--- config.mk ---
export PLATFORM = sky130hd
export DESIGN_NAME = occ_channel
export DESIGN_NICKNAME = d
export VERILOG_FILES = /design/src/rtl/occ_pkg.sv /design/src/rtl/occ_regs.sv /design/src/rtl/occ_match.sv /design/src/rtl/occ_action.sv /design/src/rtl/occ_channel.sv
export SDC_FILE = /design/constraint.sdc
export NUM_CORES = 1
export LEC_CHECK = 0
export BUFFER_PORTS_ARGS = -buffer_cell sky130_fd_sc_hd__buf_2
export CORE_MARGIN = 1
export CORE_UTILIZATION = 25
export CTS_CLUSTER_SIZE = 10
export DETAILED_ROUTE_END_ITERATION = 8
export HOLD_SLACK_MARGIN = 0.03
export SLEW_MARGIN = 20
export SYNTH_ARGS = -nofsm -noshare
export SYNTH_HDL_FRONTEND = slang
export SYNTH_SLANG_ARGS = --single-unit
--- constraint.sdc ---
create_clock -name clk -period 2.6 [get_ports clk]
set_input_delay 0.13 -clock clk [delete_from_list [all_inputs] [get_ports clk]]
set_output_delay 0.13 -clock clk [all_outputs]
set_load 0.02 [all_outputs]
--- src/rtl/occ_pkg.sv ---
package occ_pkg;

    localparam int TIMER_W = 16;
    localparam int CTRL_W  = 7;

    typedef enum logic [1:0] {
        PIN_HOLD   = 2'b00,
        PIN_LOW    = 2'b01,
        PIN_HIGH   = 2'b10,
        PIN_INVERT = 2'b11
    } pin_act_e;

    typedef struct packed {
        logic     reload_en;
        logic     simcap;
        logic     conv_en;
        logic     rearm;
        logic     tsel;
        pin_act_e act;
    } occ_ctrl_t;

    function automatic logic next_pin(input pin_act_e act, input logic cur);
        case (act)
            PIN_LOW:    next_pin = 1'b0;
            PIN_HIGH:   next_pin = 1'b1;
            PIN_INVERT: next_pin = ~cur;
            default:    next_pin = cur;
        endcase
    endfunction

endpackage

--- src/rtl/occ_regs.sv ---
module occ_regs
    import occ_pkg::*;
#(
    parameter int TW = TIMER_W
) (
    input  logic          clk,
    input  logic          rst,
    input  logic          wr_en,
    input  logic          wr_sel,
    input  logic [TW-1:0] wr_data,
    output logic [TW-1:0] evt_time,
    output occ_ctrl_t     ctrl,
    output logic          wr_evt
);

    assign wr_evt = wr_en && !wr_sel;

    always_ff @(posedge clk) begin
        if (rst) begin
            evt_time <= '0;
            ctrl     <= '0;
        end else if (wr_en) begin
            if (wr_sel) ctrl     <= occ_ctrl_t'(wr_data[CTRL_W-1:0]);
            else        evt_time <= wr_data;
        end
    end

endmodule

--- src/rtl/occ_match.sv ---
module occ_match
    import occ_pkg::*;
#(
    parameter int TW = TIMER_W
) (
    input  logic          clk,
    input  logic          rst,
    input  logic [TW-1:0] timer_a,
    input  logic [TW-1:0] timer_b,
    input  logic [TW-1:0] evt_time,
    input  occ_ctrl_t     ctrl,
    input  logic          wr_evt,
    output logic [TW-1:0] sel_time,
    output logic          fire
);

    logic armed_q;
    logic eq_prev_q;
    logic raw_eq;

    assign sel_time = ctrl.tsel ? timer_b : timer_a;
    assign raw_eq   = (sel_time == evt_time);
    assign fire     = armed_q && raw_eq && !eq_prev_q;

    always_ff @(posedge clk) begin
        if (rst) begin
            armed_q   <= 1'b0;
            eq_prev_q <= 1'b0;
        end else begin
            if (wr_evt)                    armed_q <= 1'b1;
            else if (fire && !ctrl.rearm)  armed_q <= 1'b0;
            eq_prev_q <= wr_evt ? 1'b0 : raw_eq;
        end
    end

endmodule

--- src/rtl/occ_action.sv ---
module occ_action
    import occ_pkg::*;
#(
    parameter int TW = TIMER_W
) (
    input  logic          clk,
    input  logic          rst,
    input  logic          fire,
    input  occ_ctrl_t     ctrl,
    input  logic [TW-1:0] sel_time,
    output logic          pin_q,
    output logic          conv_q,
    output logic          reload_q,
    output logic          irq_q,
    output logic [TW-1:0] cap_q
);

    always_ff @(posedge clk) begin
        if (rst) begin
            pin_q    <= 1'b0;
            conv_q   <= 1'b0;
            reload_q <= 1'b0;
            irq_q    <= 1'b0;
            cap_q    <= '0;
        end else begin
            conv_q   <= fire && ctrl.conv_en;
            reload_q <= fire && ctrl.simcap && ctrl.reload_en;
            irq_q    <= fire;
            if (fire) begin
                pin_q <= next_pin(ctrl.act, pin_q);
                if (ctrl.simcap) cap_q <= sel_time;
            end
        end
    end

endmodule

--- src/rtl/occ_channel.sv ---
module occ_channel
    import occ_pkg::*;
#(
    parameter int TW = TIMER_W
) (
    input  logic          clk,
    input  logic          rst,
    input  logic [TW-1:0] timer_a,
    input  logic [TW-1:0] timer_b,
    input  logic          wr_en,
    input  logic          wr_sel,
    input  logic [TW-1:0] wr_data,
    output logic          pin_out,
    output logic          conv_pulse,
    output logic          reload_pulse,
    output logic          evt_irq,
    output logic [TW-1:0] cap_time
);

    logic [TW-1:0] evt_time;
    logic [TW-1:0] sel_time;
    occ_ctrl_t     ctrl;
    logic          wr_evt;
    logic          fire;

    occ_regs #(.TW(TW)) u_regs (
        .clk(clk), .rst(rst), .wr_en(wr_en), .wr_sel(wr_sel),
        .wr_data(wr_data), .evt_time(evt_time), .ctrl(ctrl), .wr_evt(wr_evt)
    );

    occ_match #(.TW(TW)) u_match (
        .clk(clk), .rst(rst), .timer_a(timer_a), .timer_b(timer_b),
        .evt_time(evt_time), .ctrl(ctrl), .wr_evt(wr_evt),
        .sel_time(sel_time), .fire(fire)
    );

    occ_action #(.TW(TW)) u_action (
        .clk(clk), .rst(rst), .fire(fire), .ctrl(ctrl), .sel_time(sel_time),
        .pin_q(pin_out), .conv_q(conv_pulse), .reload_q(reload_pulse),
        .irq_q(evt_irq), .cap_q(cap_time)
    );

endmodule

==> results of run 1 <==
[power by group]
group	switching [W]	internal (W)	leakage, nW
logic	0.0000816	0.0000744	0.577
clock network	0.000232	0.000279	0.0540
registers	0.0000149	0.000706	0.365
total	0.000328	0.00106	0.997
[per-layer routing]
layer  part of all wire, %  vias up
met5                     0        -
met4                   1.1        0
met3                   8.1        8
met2                    42       67
met1                    48      814
li1                      -      918
[worst paths after layout]
kind	from	endpoint	slack, ns	cells past startpoint
worst min-delay path	wr_data[8]	u_regs.evt_time[8]$_SDFFE_PP0P_	0.07	3
worst max-delay path	u_regs.ctrl[2]$_SDFFE_PP0P_	u_action.cap_q[2]$_SDFFE_PP0P_	0.26	8
worst max register to register	u_regs.ctrl[2]$_SDFFE_PP0P_	u_action.cap_q[2]$_SDFFE_PP0P_	0.26	8
worst min register to register	u_regs.ctrl[4]$_SDFFE_PP0P_	u_regs.ctrl[4]$_SDFFE_PP0P_	0.47	2
[synth_stat cells]
library cell / number
sky130_fd_sc_hd__a211oi_1: 16
sky130_fd_sc_hd__nor2_1: 2
sky130_fd_sc_hd__clkbuf_1: 11
sky130_fd_sc_hd__buf_4: 4
sky130_fd_sc_hd__and2_1: 1
sky130_fd_sc_hd__nand2_1: 41
sky130_fd_sc_hd__and3b_1: 1
sky130_fd_sc_hd__buf_6: 4
sky130_fd_sc_hd__xnor2_1: 16
sky130_fd_sc_hd__and3_1: 4
sky130_fd_sc_hd__nand3_1: 8
sky130_fd_sc_hd__a32o_1: 1
sky130_fd_sc_hd__nor3b_1: 1
sky130_fd_sc_hd__inv_1: 1
sky130_fd_sc_hd__buf_8: 1
sky130_fd_sc_hd__dfxtp_1: 45
sky130_fd_sc_hd__nor4_1: 3
sky130_fd_sc_hd__mux2i_1: 16
sky130_fd_sc_hd__buf_2: 1
sky130_fd_sc_hd__o21ai_0: 1
sky130_fd_sc_hd__nor4_2: 1
sky130_fd_sc_hd__and4b_1: 1
sky130_fd_sc_hd__a31oi_1: 16
sky130_fd_sc_hd__nand2b_1: 1
sky130_fd_sc_hd__nor2b_1: 1
sky130_fd_sc_hd__a21oi_1: 24
[sequential cells by signal, summed over array words and instances (netlist names)]
name               cells
u_action.cap_q        16
u_action.conv_q        1
u_action.irq_q         1
u_action.pin_q         1
u_action.reload_q      1
u_match.armed_q        1
u_match.eq_prev_q      1
u_regs.ctrl            7
u_regs.evt_time       16
[logic make-up (layout without fill, tap and decap cells)]
| family | after synthesis | after routing | synth area share [%] |
|---|---|---|---|
| buffers and inverters | 22 | 88 | 7.008 |
| AND/OR/NAND/NOR | 65 | 65 | 15.14 |
| AO/OA/AOI/OAI | 58 | 58 | 17.77 |
| flip-flops | 45 | 45 | 45.06 |
| XOR/XNOR | 16 | 16 | 7.009 |
| multiplexers | 16 | 16 | 8.010 |
[stage by stage]
stage                     instance area, um2   power, W  std cells  worst slack (ns)
after global placement                  2414  0.0008919        383            0.3709
after detailed placement                2414  0.0008948        383            0.2849
after floorplan                         1999  0.0008330        222            0.6619
final                                   2517   0.001388        390            0.2617
after global routing                    2517   0.001445        390           0.03369
after CTS                               2517   0.001403        390            0.2668
[final cells by class]
type	instances	area [um2]	share of cell area [%]
Tap cell	102	127.6	5.070
Multi-Input combinational cell	155	958.4	38.07
Clock buffer	5	68.82	2.734
Inverter	1	3.754	0.1491
Timing Repair Buffer	80	422.9	16.80
Sequential cell	45	900.9	35.79
Clock inverter	2	35.03	1.392
[critical path: stages (launching register included)]
cell and delay (ns):
sky130_fd_sc_hd__dfxtp_1 0.33, sky130_fd_sc_hd__buf_4 0.21, sky130_fd_sc_hd__mux2i_1 0.40, sky130_fd_sc_hd__xnor2_1 0.11, sky130_fd_sc_hd__nor4_1 0.25, sky130_fd_sc_hd__and3_1 0.31, sky130_fd_sc_hd__buf_4 0.26, sky130_fd_sc_hd__a31oi_1 0.12
sky130_fd_sc_hd__a211oi_1 0.26
==> results, run 1 <==
- The flow ran to the end, and the final reports show no timing, DRC or antenna violations.
- In this run, the number of DRC markers left after iteration 0 of detailed routing was 50.
- Sorting the synthesized cells by area gives the leading types as sky130_fd_sc_hd__dfxtp_1 (45%), sky130_fd_sc_hd__mux2i_1 (8.0%), sky130_fd_sc_hd__nand2_1 (7.7%).
- Sequential cells were found to cover 45.06% of the synthesized design area.
- The category of the most critical setup path is reg -> reg.
- The Yosys step of the flow raised 0 warnings.
- In this run, post-CTS hold repair placed 0 buffers.
- The final number of max-transition violations is 0.
- The number of antenna violations at the first check in global routing is 0.
- STA classifies the critical path endpoint as a flip-flop.
- The max capacitance violation total is 0.
- The count of pins on the block boundary is slightly above 70.
- The wire length of the first global-routing pass is 8.466 mm.
- The via count of the first global-routing pass is 1,724.
- Detailed placement ended at an HPWL of 4.050 mm.
- Once detail routing completed, the nets flagged for antenna violations numbered 0.
- At the end of the flow, the number of nets in the layout was 340.
- Global routing used 17.19% of the available met1 tracks.
- STA puts the critical path data arrival time at 2.55 ns.
- Clock-pin slew was measured on the worst setup and hold paths at 0.08 ns.
- The total negative slack for setup checks is 0 ns.
- TritonCTS built the clock tree.
- The average wire per cell in the routed design is 13.71 um.
- In the layout the commonest cells are sky130_fd_sc_hd__buf_2 (71), sky130_fd_sc_hd__dfxtp_1 (45), sky130_fd_sc_hd__nand2_1 (41).
- At the pin with the least slew margin, the transition time is 0.6373 ns.
- The number of buffers created by CTS is 5.
- The total number of clock tree sinks is 45.
- The timing-limited maximum frequency is around 430 MHz.
- The synthesized netlist occupies a cell area of ~0.0020 mm2.
- The fill cell instance count of the final layout is 832.
- The height of the die is 91.43 um.
- The sort of element at the start of the critical path is a flip-flop.
- The number of buffers on the longest clock path is 2.
- CTS placed an instance of sky130_fd_sc_hd__clkbuf_8 at the clock tree root.
- The net count after synthesis is 274.
- The routing usage on met2 is roughly 19%.
- The worst slew margin relative to its limit is 57.46%.
- On the final layout, the worst clock skew is 0.004951 ns.
- Measured along the x axis, the die boundary spans 91.43 um.
- The number of flip-flops and latches in the synthesized netlist is 45.
- The type of the most critical hold path is in -> reg.
- The count of cells resized by post-cts repair is 0.
- The clock reaches the later pin of the worst-skew pair after 0.30 ns.
- Detailed routing inserted a total of between 1,500 and 2,000 vias.
- The unique cell type count in the Yosys netlist is 26.
- In the routed design, unresolved DRC markers number 0.
- The number of diodes added for antenna fixing is 0.
- The H-tree level count is 2.
- The post-synthesis cell type with the largest combined area is sky130_fd_sc_hd__dfxtp_1.
- Setup violations remaining at the end of the flow were counted as 0.
- Setup repair after global routing left no endpoint under its margin.
- The area growth from synthesis to layout is 25.91%.
- After global routing the overflow that remains totals 0.
- The time the final worst path needs with I/O delays and setup is 2.338 ns.
- In this run the most used layer during global routing was met2.
- The area of the die is between 0.008 and 0.009 mm2.
- The maximum net fanout on the critical path is 15.
- The maximum number of pins on one net before global-route repair is 42.
- Averaged over all synthesized cells, the footprint is 9.006 um2.
- The fraction of the cycle the final worst path needs is roughly 90%.
- The count of final hold-check violations was 0.
- The global router's overall resource usage is a little over an eighth.
- The number of rows in the core area is 32.
- Measured on the finished design, the core utilization comes to around a third.
- After floorplanning, the core was sized to cover just under 0.008 mm2.
- The total wirelength of the detailed-routed design is 5.348 mm.
- After synthesis, the largest area contributor takes up a little under half of total cell area.
- The number of buffers inserted by port buffering is 71.
- The fraction of layout cells with a size suffix above 1 is 30.56%.
- STA puts the critical path data required time at 2.81 ns.
- The via-per-instance ratio is 4.633.
- The number of search-and-repair iterations in the first detailed-routing pass is 6.
- The congestion estimate from routability-driven global placement came to 0.7579.
- The met3 track utilization from global routing is 4.355%.
- The standby leakage power is 0.9966 nW.
- The total power per unit cell area is 551.4 mW/mm2.
- The initial core utilization is 25.87%.
- VDD sags by at most 251.8 uV.
- The synthesized instance count is about 220.
- Leaving out fill and tap cells, the most frequent cell in the layout is sky130_fd_sc_hd__buf_2.
- The buffers inserted during post-CTS setup optimization is 0.
- The worst-case hold slack is 0.06875 ns.
No activity file was read; power rests on OpenSTA's default activity.
==> run 2: changes to the inputs <==
Settings changed: CELL_PAD_IN_SITES_DETAIL_PLACEMENT set to 0, CELL_PAD_IN_SITES_GLOBAL_PLACEMENT set to 1, PLACE_DENSITY_LB_ADDON set to 0.1.
==> run 2 against run 1 <==
  * Combinational power grew 4%
  * Sequential share of layout area decreased by 0.86 points
  * Wire length increased by 6.5%
  * Critical path type unchanged
  * Clock skew hardly changed
  * Register-to-register slack improved by 0.02 ns
==> results, run 2 (synthesized netlist as in run 1, its figures left out) <==
- The run finished with clean final reports.
- The area taken by multi-input logic gates was 972.2 um2 (+1.4%).
- The number of antenna violations at the first check in global routing was 0 (unchanged).
- The register-to-register path setup slack is 0.29 ns (+0.02 ns).
- The area growth from synthesis to layout is 29.54%.
- The number of buffers inserted by port buffering was 71 (unchanged).
- The number of remaining DRC errors is 0 (unchanged).
- The count of final hold-check violations came to 0 (unchanged).
- The library cell used as clock root buffer is sky130_fd_sc_hd__clkbuf_8.
- The critical register-to-register path endpoint is u_action.cap_q[4]$_SDFFE_PP0P_.
- The initial core utilization is 25.87% (unchanged).
- The total power per unit cell area is 552.8 mW/mm2 (+0.25%).
- The number of nets in the layout is 344 (+1.2%).
- The power share of the sequential group is 50.5% (-1.4 points).
- The average wire per cell in the routed design is 14.42 um (+5.2%).
- The height of the die is 91.43 um (unchanged).
- The slowest library cell on the worst path is sky130_fd_sc_hd__dfxtp_4.
- Leaving out fill and tap cells, the most frequent cells in the layout are sky130_fd_sc_hd__buf_2 (71), sky130_fd_sc_hd__dfxtp_1 (44), sky130_fd_sc_hd__nand2_1 (41).
- The CTS tree is yes.
- The number of cells on the worst hold path came to 3 (unchanged).
- The startpoint identified for the worst register-to-register timing path is u_regs.ctrl[2]$_SDFFE_PP0P_.
- The wire length of the first global-routing pass is 9.252 mm (+9.3%).
- The library cell used most frequently in the layout, excluding fill and tap cells, is sky130_fd_sc_hd__buf_2.
- The total negative slack for setup checks is 0 ns (unchanged).
- The timing-limited maximum frequency is 432.1 MHz (+1.0%).
- The worst setup timing slack at the placement stage is 0.003240 ns (-0.2816 ns).
- The fraction of the cycle the final worst path needs is 89.02% (-0.92 points).
- The count of placed standard cells in the final layout, fillers left out is 395 (+1.3%).
- The remaining number of nets flagged by the antenna check after routing was 0 (unchanged).
- The cell total after placement is 387 (+1.0%).
- The setup skew after layout is 0.005171 ns (+0.0002195 ns).
- The path depth of the worst reg2reg path is 8 (unchanged).
- The worst vdd rail ir drop is 205.7 uV (-18%).
- The critical hold path startpoint is wr_data[14].
- The area of the die was 0.008359 mm2 (unchanged).
- The post-cts hold buffer count was 0 (unchanged).
- The switching share of total power is 23.29% (-0.37 points).
- The switching power summed over all nets came to 0.0003334 W (+1.5%).
- The relative contribution of combinational cells to total power was 11.4% (+0.2 points).
- The core area was 0.007727 mm2 (unchanged).
- The final number of max-transition violations is 0 (unchanged).
- The H-tree level count is 2 (unchanged).
- The x dimension of the die was 91.43 um (unchanged).
- The path with the worst hold slack has its endpoint at u_regs.evt_time[14]$_SDFFE_PP0P_.
- The fraction of layout cells with a size suffix above 1 came to 33.45% (+2.9 points).
- The fill cell instance count of the final layout was 855 (+2.8%).
- The number of rows in the core area came to 32 (unchanged).
- The number of setup violations in the final report came to 0 (unchanged).
- The final weighted congestion in routability-driven placement came to 0.7057 (-6.9%).
- The longest individual stage delay on the worst path was 0.42 ns (+0.02 ns).
- The internal power is 0.001098 W (+3.6%).
- The largest registers in the layout are u_action.cap_q x16, u_regs.evt_time x16, u_regs.ctrl x7.
- The standby leakage power is 1.030 nW (+3.4%).
- The total wirelength of the detailed-routed design is 5.696 mm (+6.5%).
- The number of search-and-repair iterations in the first detailed-routing pass is 4 (-2).
- The number of diodes added for antenna fixing is 0 (unchanged).
- The number of buffers on the longest clock path was 2 (unchanged).
- The critical path is of the reg -> reg type.
- The time the final worst path needs with I/O delays and setup is 2.314 ns (-0.02384 ns).
- The total grt overflow is 0 (unchanged).
- The total number of clock tree sinks is 45 (unchanged).
- The worst hold path belongs to the class in -> reg.
- The number of DRC markers after the initial detailed-route iteration is 93 (+86%).
- The count of pins on the block boundary is 72 (unchanged).
- The critical path goes through buf_4 -> mux2i_1 -> xnor2_1 -> nor4_1 -> and3_2 -> buf_4 -> a31oi_1 -> a211oi_1.
- The total area of sequential cells is 904.6 um2 (+0.42%).
- The global router's overall resource usage is 14.32% (+1.3 points).
- STA classifies the critical path endpoint as a flip-flop.
- The clock latency at the later pin of the worst-skew pair came to 0.29 ns (about the same).
- By instance count, the cell type seen most on the critical path is sky130_fd_sc_hd__buf_4.
- The final worst setup slack is 0.2855 ns (+0.02384 ns).
- The via-per-instance ratio came to 4.633 (about the same).
- The estimated wirelength of the detail-placed design is 4.341 mm (+7.2%).
- The worst slew margin relative to its limit was 53.34% (-4.1 points).
- The data arrival at the endpoint of the critical path came to 2.52 ns (-0.03 ns).
- Setup repair after global routing left no endpoint under its margin.
- The number of buffers created by CTS is 5 (unchanged).
- The maximum number of pins on one net before global-route repair is 28 (-33%).
- The clock group share of total power came to 38.1% (+1.3 points).
- The via count of the first global-routing pass is 1,790 (+3.8%).
- The overall via count from detail_route was 1,830 (+1.3%).
- The worst setup path is launched from a flip-flop.
- The transition time at the pin with the least slew margin is 0.6999 ns (+0.06263 ns).
- The max capacitance violation total is 0 (unchanged).
- The required arrival time at the worst endpoint was 2.81 ns (about the same).
- The clock slew at the register clock pins of the worst setup and hold paths is 0.08 ns (about the same).
- The maximum net fanout on the critical path came to 11 (-4).
-- run 2: power groups by stage --
stage	Clock, W	Combinational (W)	Sequential [W]
after floorplan	0	0.000103	0.000730
after global placement	0	0.000163	0.000739
after detailed placement	0	0.000164	0.000740
after CTS	0.000567	0.000164	0.000724
after global routing	0.000587	0.000185	0.000725
final	0.000546	0.000163	0.000722
-- run 2: stage by stage --
stage                     power [W]  hold WS [ns]  area (um2)  util (%)
after floorplan           0.0008330        0.2660        1999         -
after global placement    0.0009026        0.3778        2456     31.78
after detailed placement  0.0009037        0.3769        2456     31.78
after CTS                  0.001455       0.05416        2574     33.31
after global routing       0.001498       0.05332        2590     33.52
final                      0.001432       0.06382        2590     33.52
-- run 2: how the worst max path moves through the flow --
stage / start / endpoint / slack (ns)
after detailed placement: u_regs.ctrl[2]$_SDFFE_PP0P_ / u_action.cap_q[11]$_SDFFE_PP0P_ / 0.003
after floorplan: u_regs.ctrl[2]$_SDFFE_PP0P_ / u_action.cap_q[0]$_SDFFE_PP0P_ / 0.66
after CTS: u_regs.ctrl[2]$_SDFFE_PP0P_ / u_action.cap_q[4]$_SDFFE_PP0P_ / 0.14
after global placement: u_regs.ctrl[2]$_SDFFE_PP0P_ / u_action.cap_q[11]$_SDFFE_PP0P_ / 0.03
after global routing: u_regs.ctrl[2]$_SDFFE_PP0P_ / u_action.cap_q[5]$_SDFFE_PP0P_ / 0.07
final: u_regs.ctrl[2]$_SDFFE_PP0P_ / u_action.cap_q[4]$_SDFFE_PP0P_ / 0.29
-- run 2: layer usage --
metal  up-vias  global-route usage, %  share of wire (%)
li1        923                      -                  -
met1       848                  20.35                 52
met2        52                  21.37                 42
met3         7                  3.434                5.0
met4         0                  3.968                1.2
met5         -                      0                  0
-- run 2: worst max-delay path, delay by kind of cell (launching register included) --
family,cells,cell delay (ns)
XOR/XNOR,1,0.11
multiplexers,1,0.37
AND/OR/NAND/NOR,2,0.62
flip-flops,1,0.42
AO/OA/AOI/OAI,2,0.34
buffers and inverters,2,0.38
-- run 2: repair_timing --
action,CTS,global route
buffers inserted,0,0
hold endpoints to repair,0,0
pin swaps,0,0
setup endpoints to repair,9,14
gates resized for setup,1,6
-- run 2: cell type report --
type	count	area share [%]
clock buffer	7	3.333
clock inverter	1	1.159
inverter	1	0.1449
multi-input combinational	155	37.54
sequential	45	34.93
tap	102	4.928
timing repair buffer	84	17.97
==> run 3: changes to the inputs <==
Settings changed: CELL_PAD_IN_SITES_DETAIL_PLACEMENT 0 to 1, CELL_PAD_IN_SITES_GLOBAL_PLACEMENT 1 to 2, PLACE_DENSITY_LB_ADDON 0.1 to 0.05.
==> run 3 against run 2 <==
  * Combinational power shrank 3%
  * Hold slack got worse by 0.014 ns
  * Design area down 1.7%
  * Die area did not move
  * Largest cell class unchanged
  * Highest routed layer unchanged
==> results, run 3 (synthesized netlist as in run 1, its figures left out) <==
- The wire length of the first global-routing pass was 9.756 mm (+5.4%).
- Clock tree synthesis selected as its root buffer the cell sky130_fd_sc_hd__clkbuf_8.
- The number of antenna violations at the first check in global routing came to 0 (unchanged).
- The fraction of the cycle the final worst path needs is 86.27% (-2.7 points).
- The CTS tree is yes.
- Setup repair after global routing left no endpoint under its margin.
- The max capacitance violation total is 0 (unchanged).
- The timing-limited maximum frequency is 445.8 MHz (+3.2%).
- The number of nets in the layout is 340 (-1.2%).
- The required arrival time at the worst endpoint was 2.80 ns (about the same).
- In this run the critical register-to-register path is launched from u_regs.ctrl[2]$_SDFFE_PP0P_.
- The area growth from synthesis to layout is 27.35%.
- The path class of the tightest hold or removal check is in -> reg.
- The critical hold path startpoint is wr_data[15].
- The number of remaining DRC errors is 0 (unchanged).
- The internal power is 0.001095 W (-0.35%).
- The power share of the sequential group was 49.6% (-0.9 points).
- The initial core utilization is 25.87% (unchanged).
- The worst setup path is of the reg -> reg kind.
- The setup skew after layout was 0.01264 ns (+0.007470 ns).
- The clock group share of total power came to 39.6% (+1.5 points).
- The count of pins on the block boundary was 72 (unchanged).
- The final number of max-transition violations was 0 (unchanged).
- The global router's overall resource usage is 15.04% (+0.72 points).
- The total grt overflow was 0 (unchanged).
- The top layer reached by signal wires is met4.
- STA classifies the critical path startpoint as a flip-flop.
- The flow ran to the end, and the final reports show no timing, DRC or antenna violations.
- The final weighted congestion in routability-driven placement was 0.6706 (-5.0%).
- The number of diodes added for antenna fixing is 0 (unchanged).
- The path depth of the worst reg2reg path was 8 (unchanged).
- The time the final worst path needs with I/O delays and setup is 2.243 ns (-0.07148 ns).
- The number of buffers on the longest clock path is 2 (unchanged).
- The length of routed met3 wiring is 302 um (+5.6%).
- The switching share of total power is 24.94% (+1.7 points).
- The relative contribution of combinational cells to total power was 10.9% (-0.5 points).
- The routed length on met2 is 2.518 mm (+5.3%).
- The remaining number of nets flagged by the antenna check after routing was 0 (unchanged).
- The worst-case hold slack came to 0.04958 ns (-0.01425 ns).
- The overall via count from detail_route came to 1,826 (-0.22%).
- The number of search-and-repair iterations in the first detailed-routing pass came to 4 (unchanged).
- The average wire per cell in the routed design came to 15.50 um (+7.5%).
- The worst hold path endpoint is u_regs.evt_time[15]$_SDFFE_PP0P_.
- The total negative slack for setup checks is 0 ns (unchanged).
- The clock latency at the later pin of the worst-skew pair is 0.31 ns (+0.02 ns).
- The number of buffers inserted by port buffering is 71 (unchanged).
- The critical register-to-register path endpoint is u_action.pin_q$_SDFFE_PP0P_.
- The total wirelength of the detailed-routed design came to 6.061 mm (+6.4%).
- The maximum net fanout on the critical path is 16 (+5).
- The fraction of layout cells with a size suffix above 1 came to 30.80% (-2.7 points).
- The height of the die came to 91.43 um (unchanged).
- The H-tree level count is 2 (unchanged).
- The buffers inserted during post-CTS setup optimization is 0 (unchanged).
- The number of rows in the core area was 32 (unchanged).
- The register-to-register path setup slack came to 0.36 ns (+0.07 ns).
- The number of cells on the worst hold path is 3 (unchanged).
- The largest registers in the layout are u_action.cap_q x16, u_regs.evt_time x16, u_regs.ctrl x7.
- The via count of the first global-routing pass is 1,839 (+2.7%).
- The worst slew margin relative to its limit was 51.15% (-2.2 points).
- The data arrival at the endpoint of the critical path came to 2.44 ns (-0.08 ns).
- The clock slew at the register clock pins of the worst setup and hold paths is 0.10 ns (+0.02 ns).
- The post-cts hold buffer count is 0 (unchanged).
- The count of cells resized by post-cts repair was 0 (-1).
- The area of the die is 0.008359 mm2 (unchanged).
- The switching power summed over all nets is 0.0003637 W (+9.1%).
- The worst vdd rail ir drop is 312.8 uV (+52%).
- The via-per-instance ratio was 4.670 (+0.80%).
- The total power per unit cell area is 572.7 mW/mm2 (+3.6%).
- The x dimension of the die is 91.43 um (unchanged).
- The transition time at the pin with the least slew margin is 0.7328 ns (+0.03288 ns).
- The number of setup violations in the final report came to 0 (unchanged).
- The sort of element at the end of the critical path is a flip-flop.
- The maximum number of pins on one net before global-route repair is 42 (+50%).
- The count of final hold-check violations came to 0 (unchanged).
- The standby leakage power is 1.003 nW (-2.6%).
- In the layout the commonest cells are sky130_fd_sc_hd__buf_2 (71), sky130_fd_sc_hd__dfxtp_1 (45), sky130_fd_sc_hd__nand2_1 (41).
- The number of buffers created by CTS is 5 (unchanged).
- The estimated wirelength of the detail-placed design is 4.481 mm (+3.2%).
- The number of DRC markers after the initial detailed-route iteration is 55 (-41%).
- The core area was 0.007727 mm2 (unchanged).
- The total number of clock tree sinks came to 45 (unchanged).
- Leaving out fill and tap cells, the most frequent cell in the layout is sky130_fd_sc_hd__buf_2.
- The wire length the detailed router placed on met1 was 3.199 mm (+8.6%).
==> run 3: changes by cell type in the layout (fill, tap and decap cells not counted) <==
cell                         change
sky130_fd_sc_hd__dfxtp_4         -1
sky130_fd_sc_hd__buf_4           -4
sky130_fd_sc_hd__and3_2          -1
sky130_fd_sc_hd__and3b_1         +1
sky130_fd_sc_hd__mux2i_1         +3
sky130_fd_sc_hd__dfxtp_1         +1
sky130_fd_sc_hd__clkbuf_1        -1
sky130_fd_sc_hd__clkinvlp_4      +1
sky130_fd_sc_hd__and3b_2         -1
sky130_fd_sc_hd__mux2i_2         -3
sky130_fd_sc_hd__and3_1          +1
==> run 3: how the worst max path moves through the flow <==
stage                                startpoint                               to  slack, ns  cells after the start
detailed placement  u_regs.ctrl[2]$_SDFFE_PP0P_      u_action.pin_q$_SDFFE_PP0P_       0.33                      8
global placement    u_regs.ctrl[2]$_SDFFE_PP0P_  u_action.cap_q[11]$_SDFFE_PP0P_       0.32                      8
floorplan           u_regs.ctrl[2]$_SDFFE_PP0P_   u_action.cap_q[0]$_SDFFE_PP0P_       0.66                     10
CTS                 u_regs.ctrl[2]$_SDFFE_PP0P_      u_action.pin_q$_SDFFE_PP0P_       0.32                      8
finish              u_regs.ctrl[2]$_SDFFE_PP0P_      u_action.pin_q$_SDFFE_PP0P_       0.36                      8
global route        u_regs.ctrl[2]$_SDFFE_PP0P_   u_action.cap_q[4]$_SDFFE_PP0P_       0.12                      8
==> run 3: area by class of cell <==
type / count / area (um2)
fill: 937 / 5181
clock inverter: 2 / 37.54
sequential: 45 / 900.9
tap: 102 / 127.6
multi-input combinational: 155 / 958.4
inverter: 1 / 3.754
clock buffer: 6 / 82.58
timing repair buffer: 80 / 435.4
==> run 3: critical path, stage by stage (launching register included) <==
cell                      delay (ns)
sky130_fd_sc_hd__dfxtp_1        0.38
sky130_fd_sc_hd__buf_12         0.18
sky130_fd_sc_hd__mux2i_1        0.37
sky130_fd_sc_hd__xnor2_1        0.11
sky130_fd_sc_hd__nor4_1         0.28
sky130_fd_sc_hd__and3_1         0.24
sky130_fd_sc_hd__buf_4          0.21
sky130_fd_sc_hd__nand3_1        0.09
sky130_fd_sc_hd__a32o_1         0.25
==> run 3: power groups by stage <==
| stage | Combinational [W] | Clock (W) | Sequential (W) |
|---|---|---|---|
| after global placement | 0.000162 | 0 | 0.000739 |
| after detailed placement | 0.000163 | 0 | 0.000739 |
| after CTS | 0.000163 | 0.000592 | 0.000723 |
| after global routing | 0.000179 | 0.000618 | 0.000725 |
| final | 0.000158 | 0.000577 | 0.000723 |
| after floorplan | 0.000103 | 0 | 0.000730 |
==> run 3: per-layer routing <==
metal,GRT usage [%],vias up
met5,0,-
met4,3.175,0
met3,3.350,4
met2,21.55,53
met1,22.64,854
li1,-,915
==> run 3: per-stage QoR <==
| stage | total power (W) | instances | utilization, % | setup WS (ns) | area, um2 |
|---|---|---|---|---|---|
| floorplan | 0.0008330 | 222 | - | 0.6619 | 1999 |
| global placement | 0.0009007 | 383 | 31.40 | 0.3213 | 2426 |
| detailed placement | 0.0009020 | 383 | 31.40 | 0.3320 | 2426 |
| CTS | 0.001478 | 391 | 32.95 | 0.3214 | 2546 |
| global route | 0.001523 | 391 | 32.95 | 0.1202 | 2546 |
| finish | 0.001458 | 391 | 32.95 | 0.3570 | 2546 |
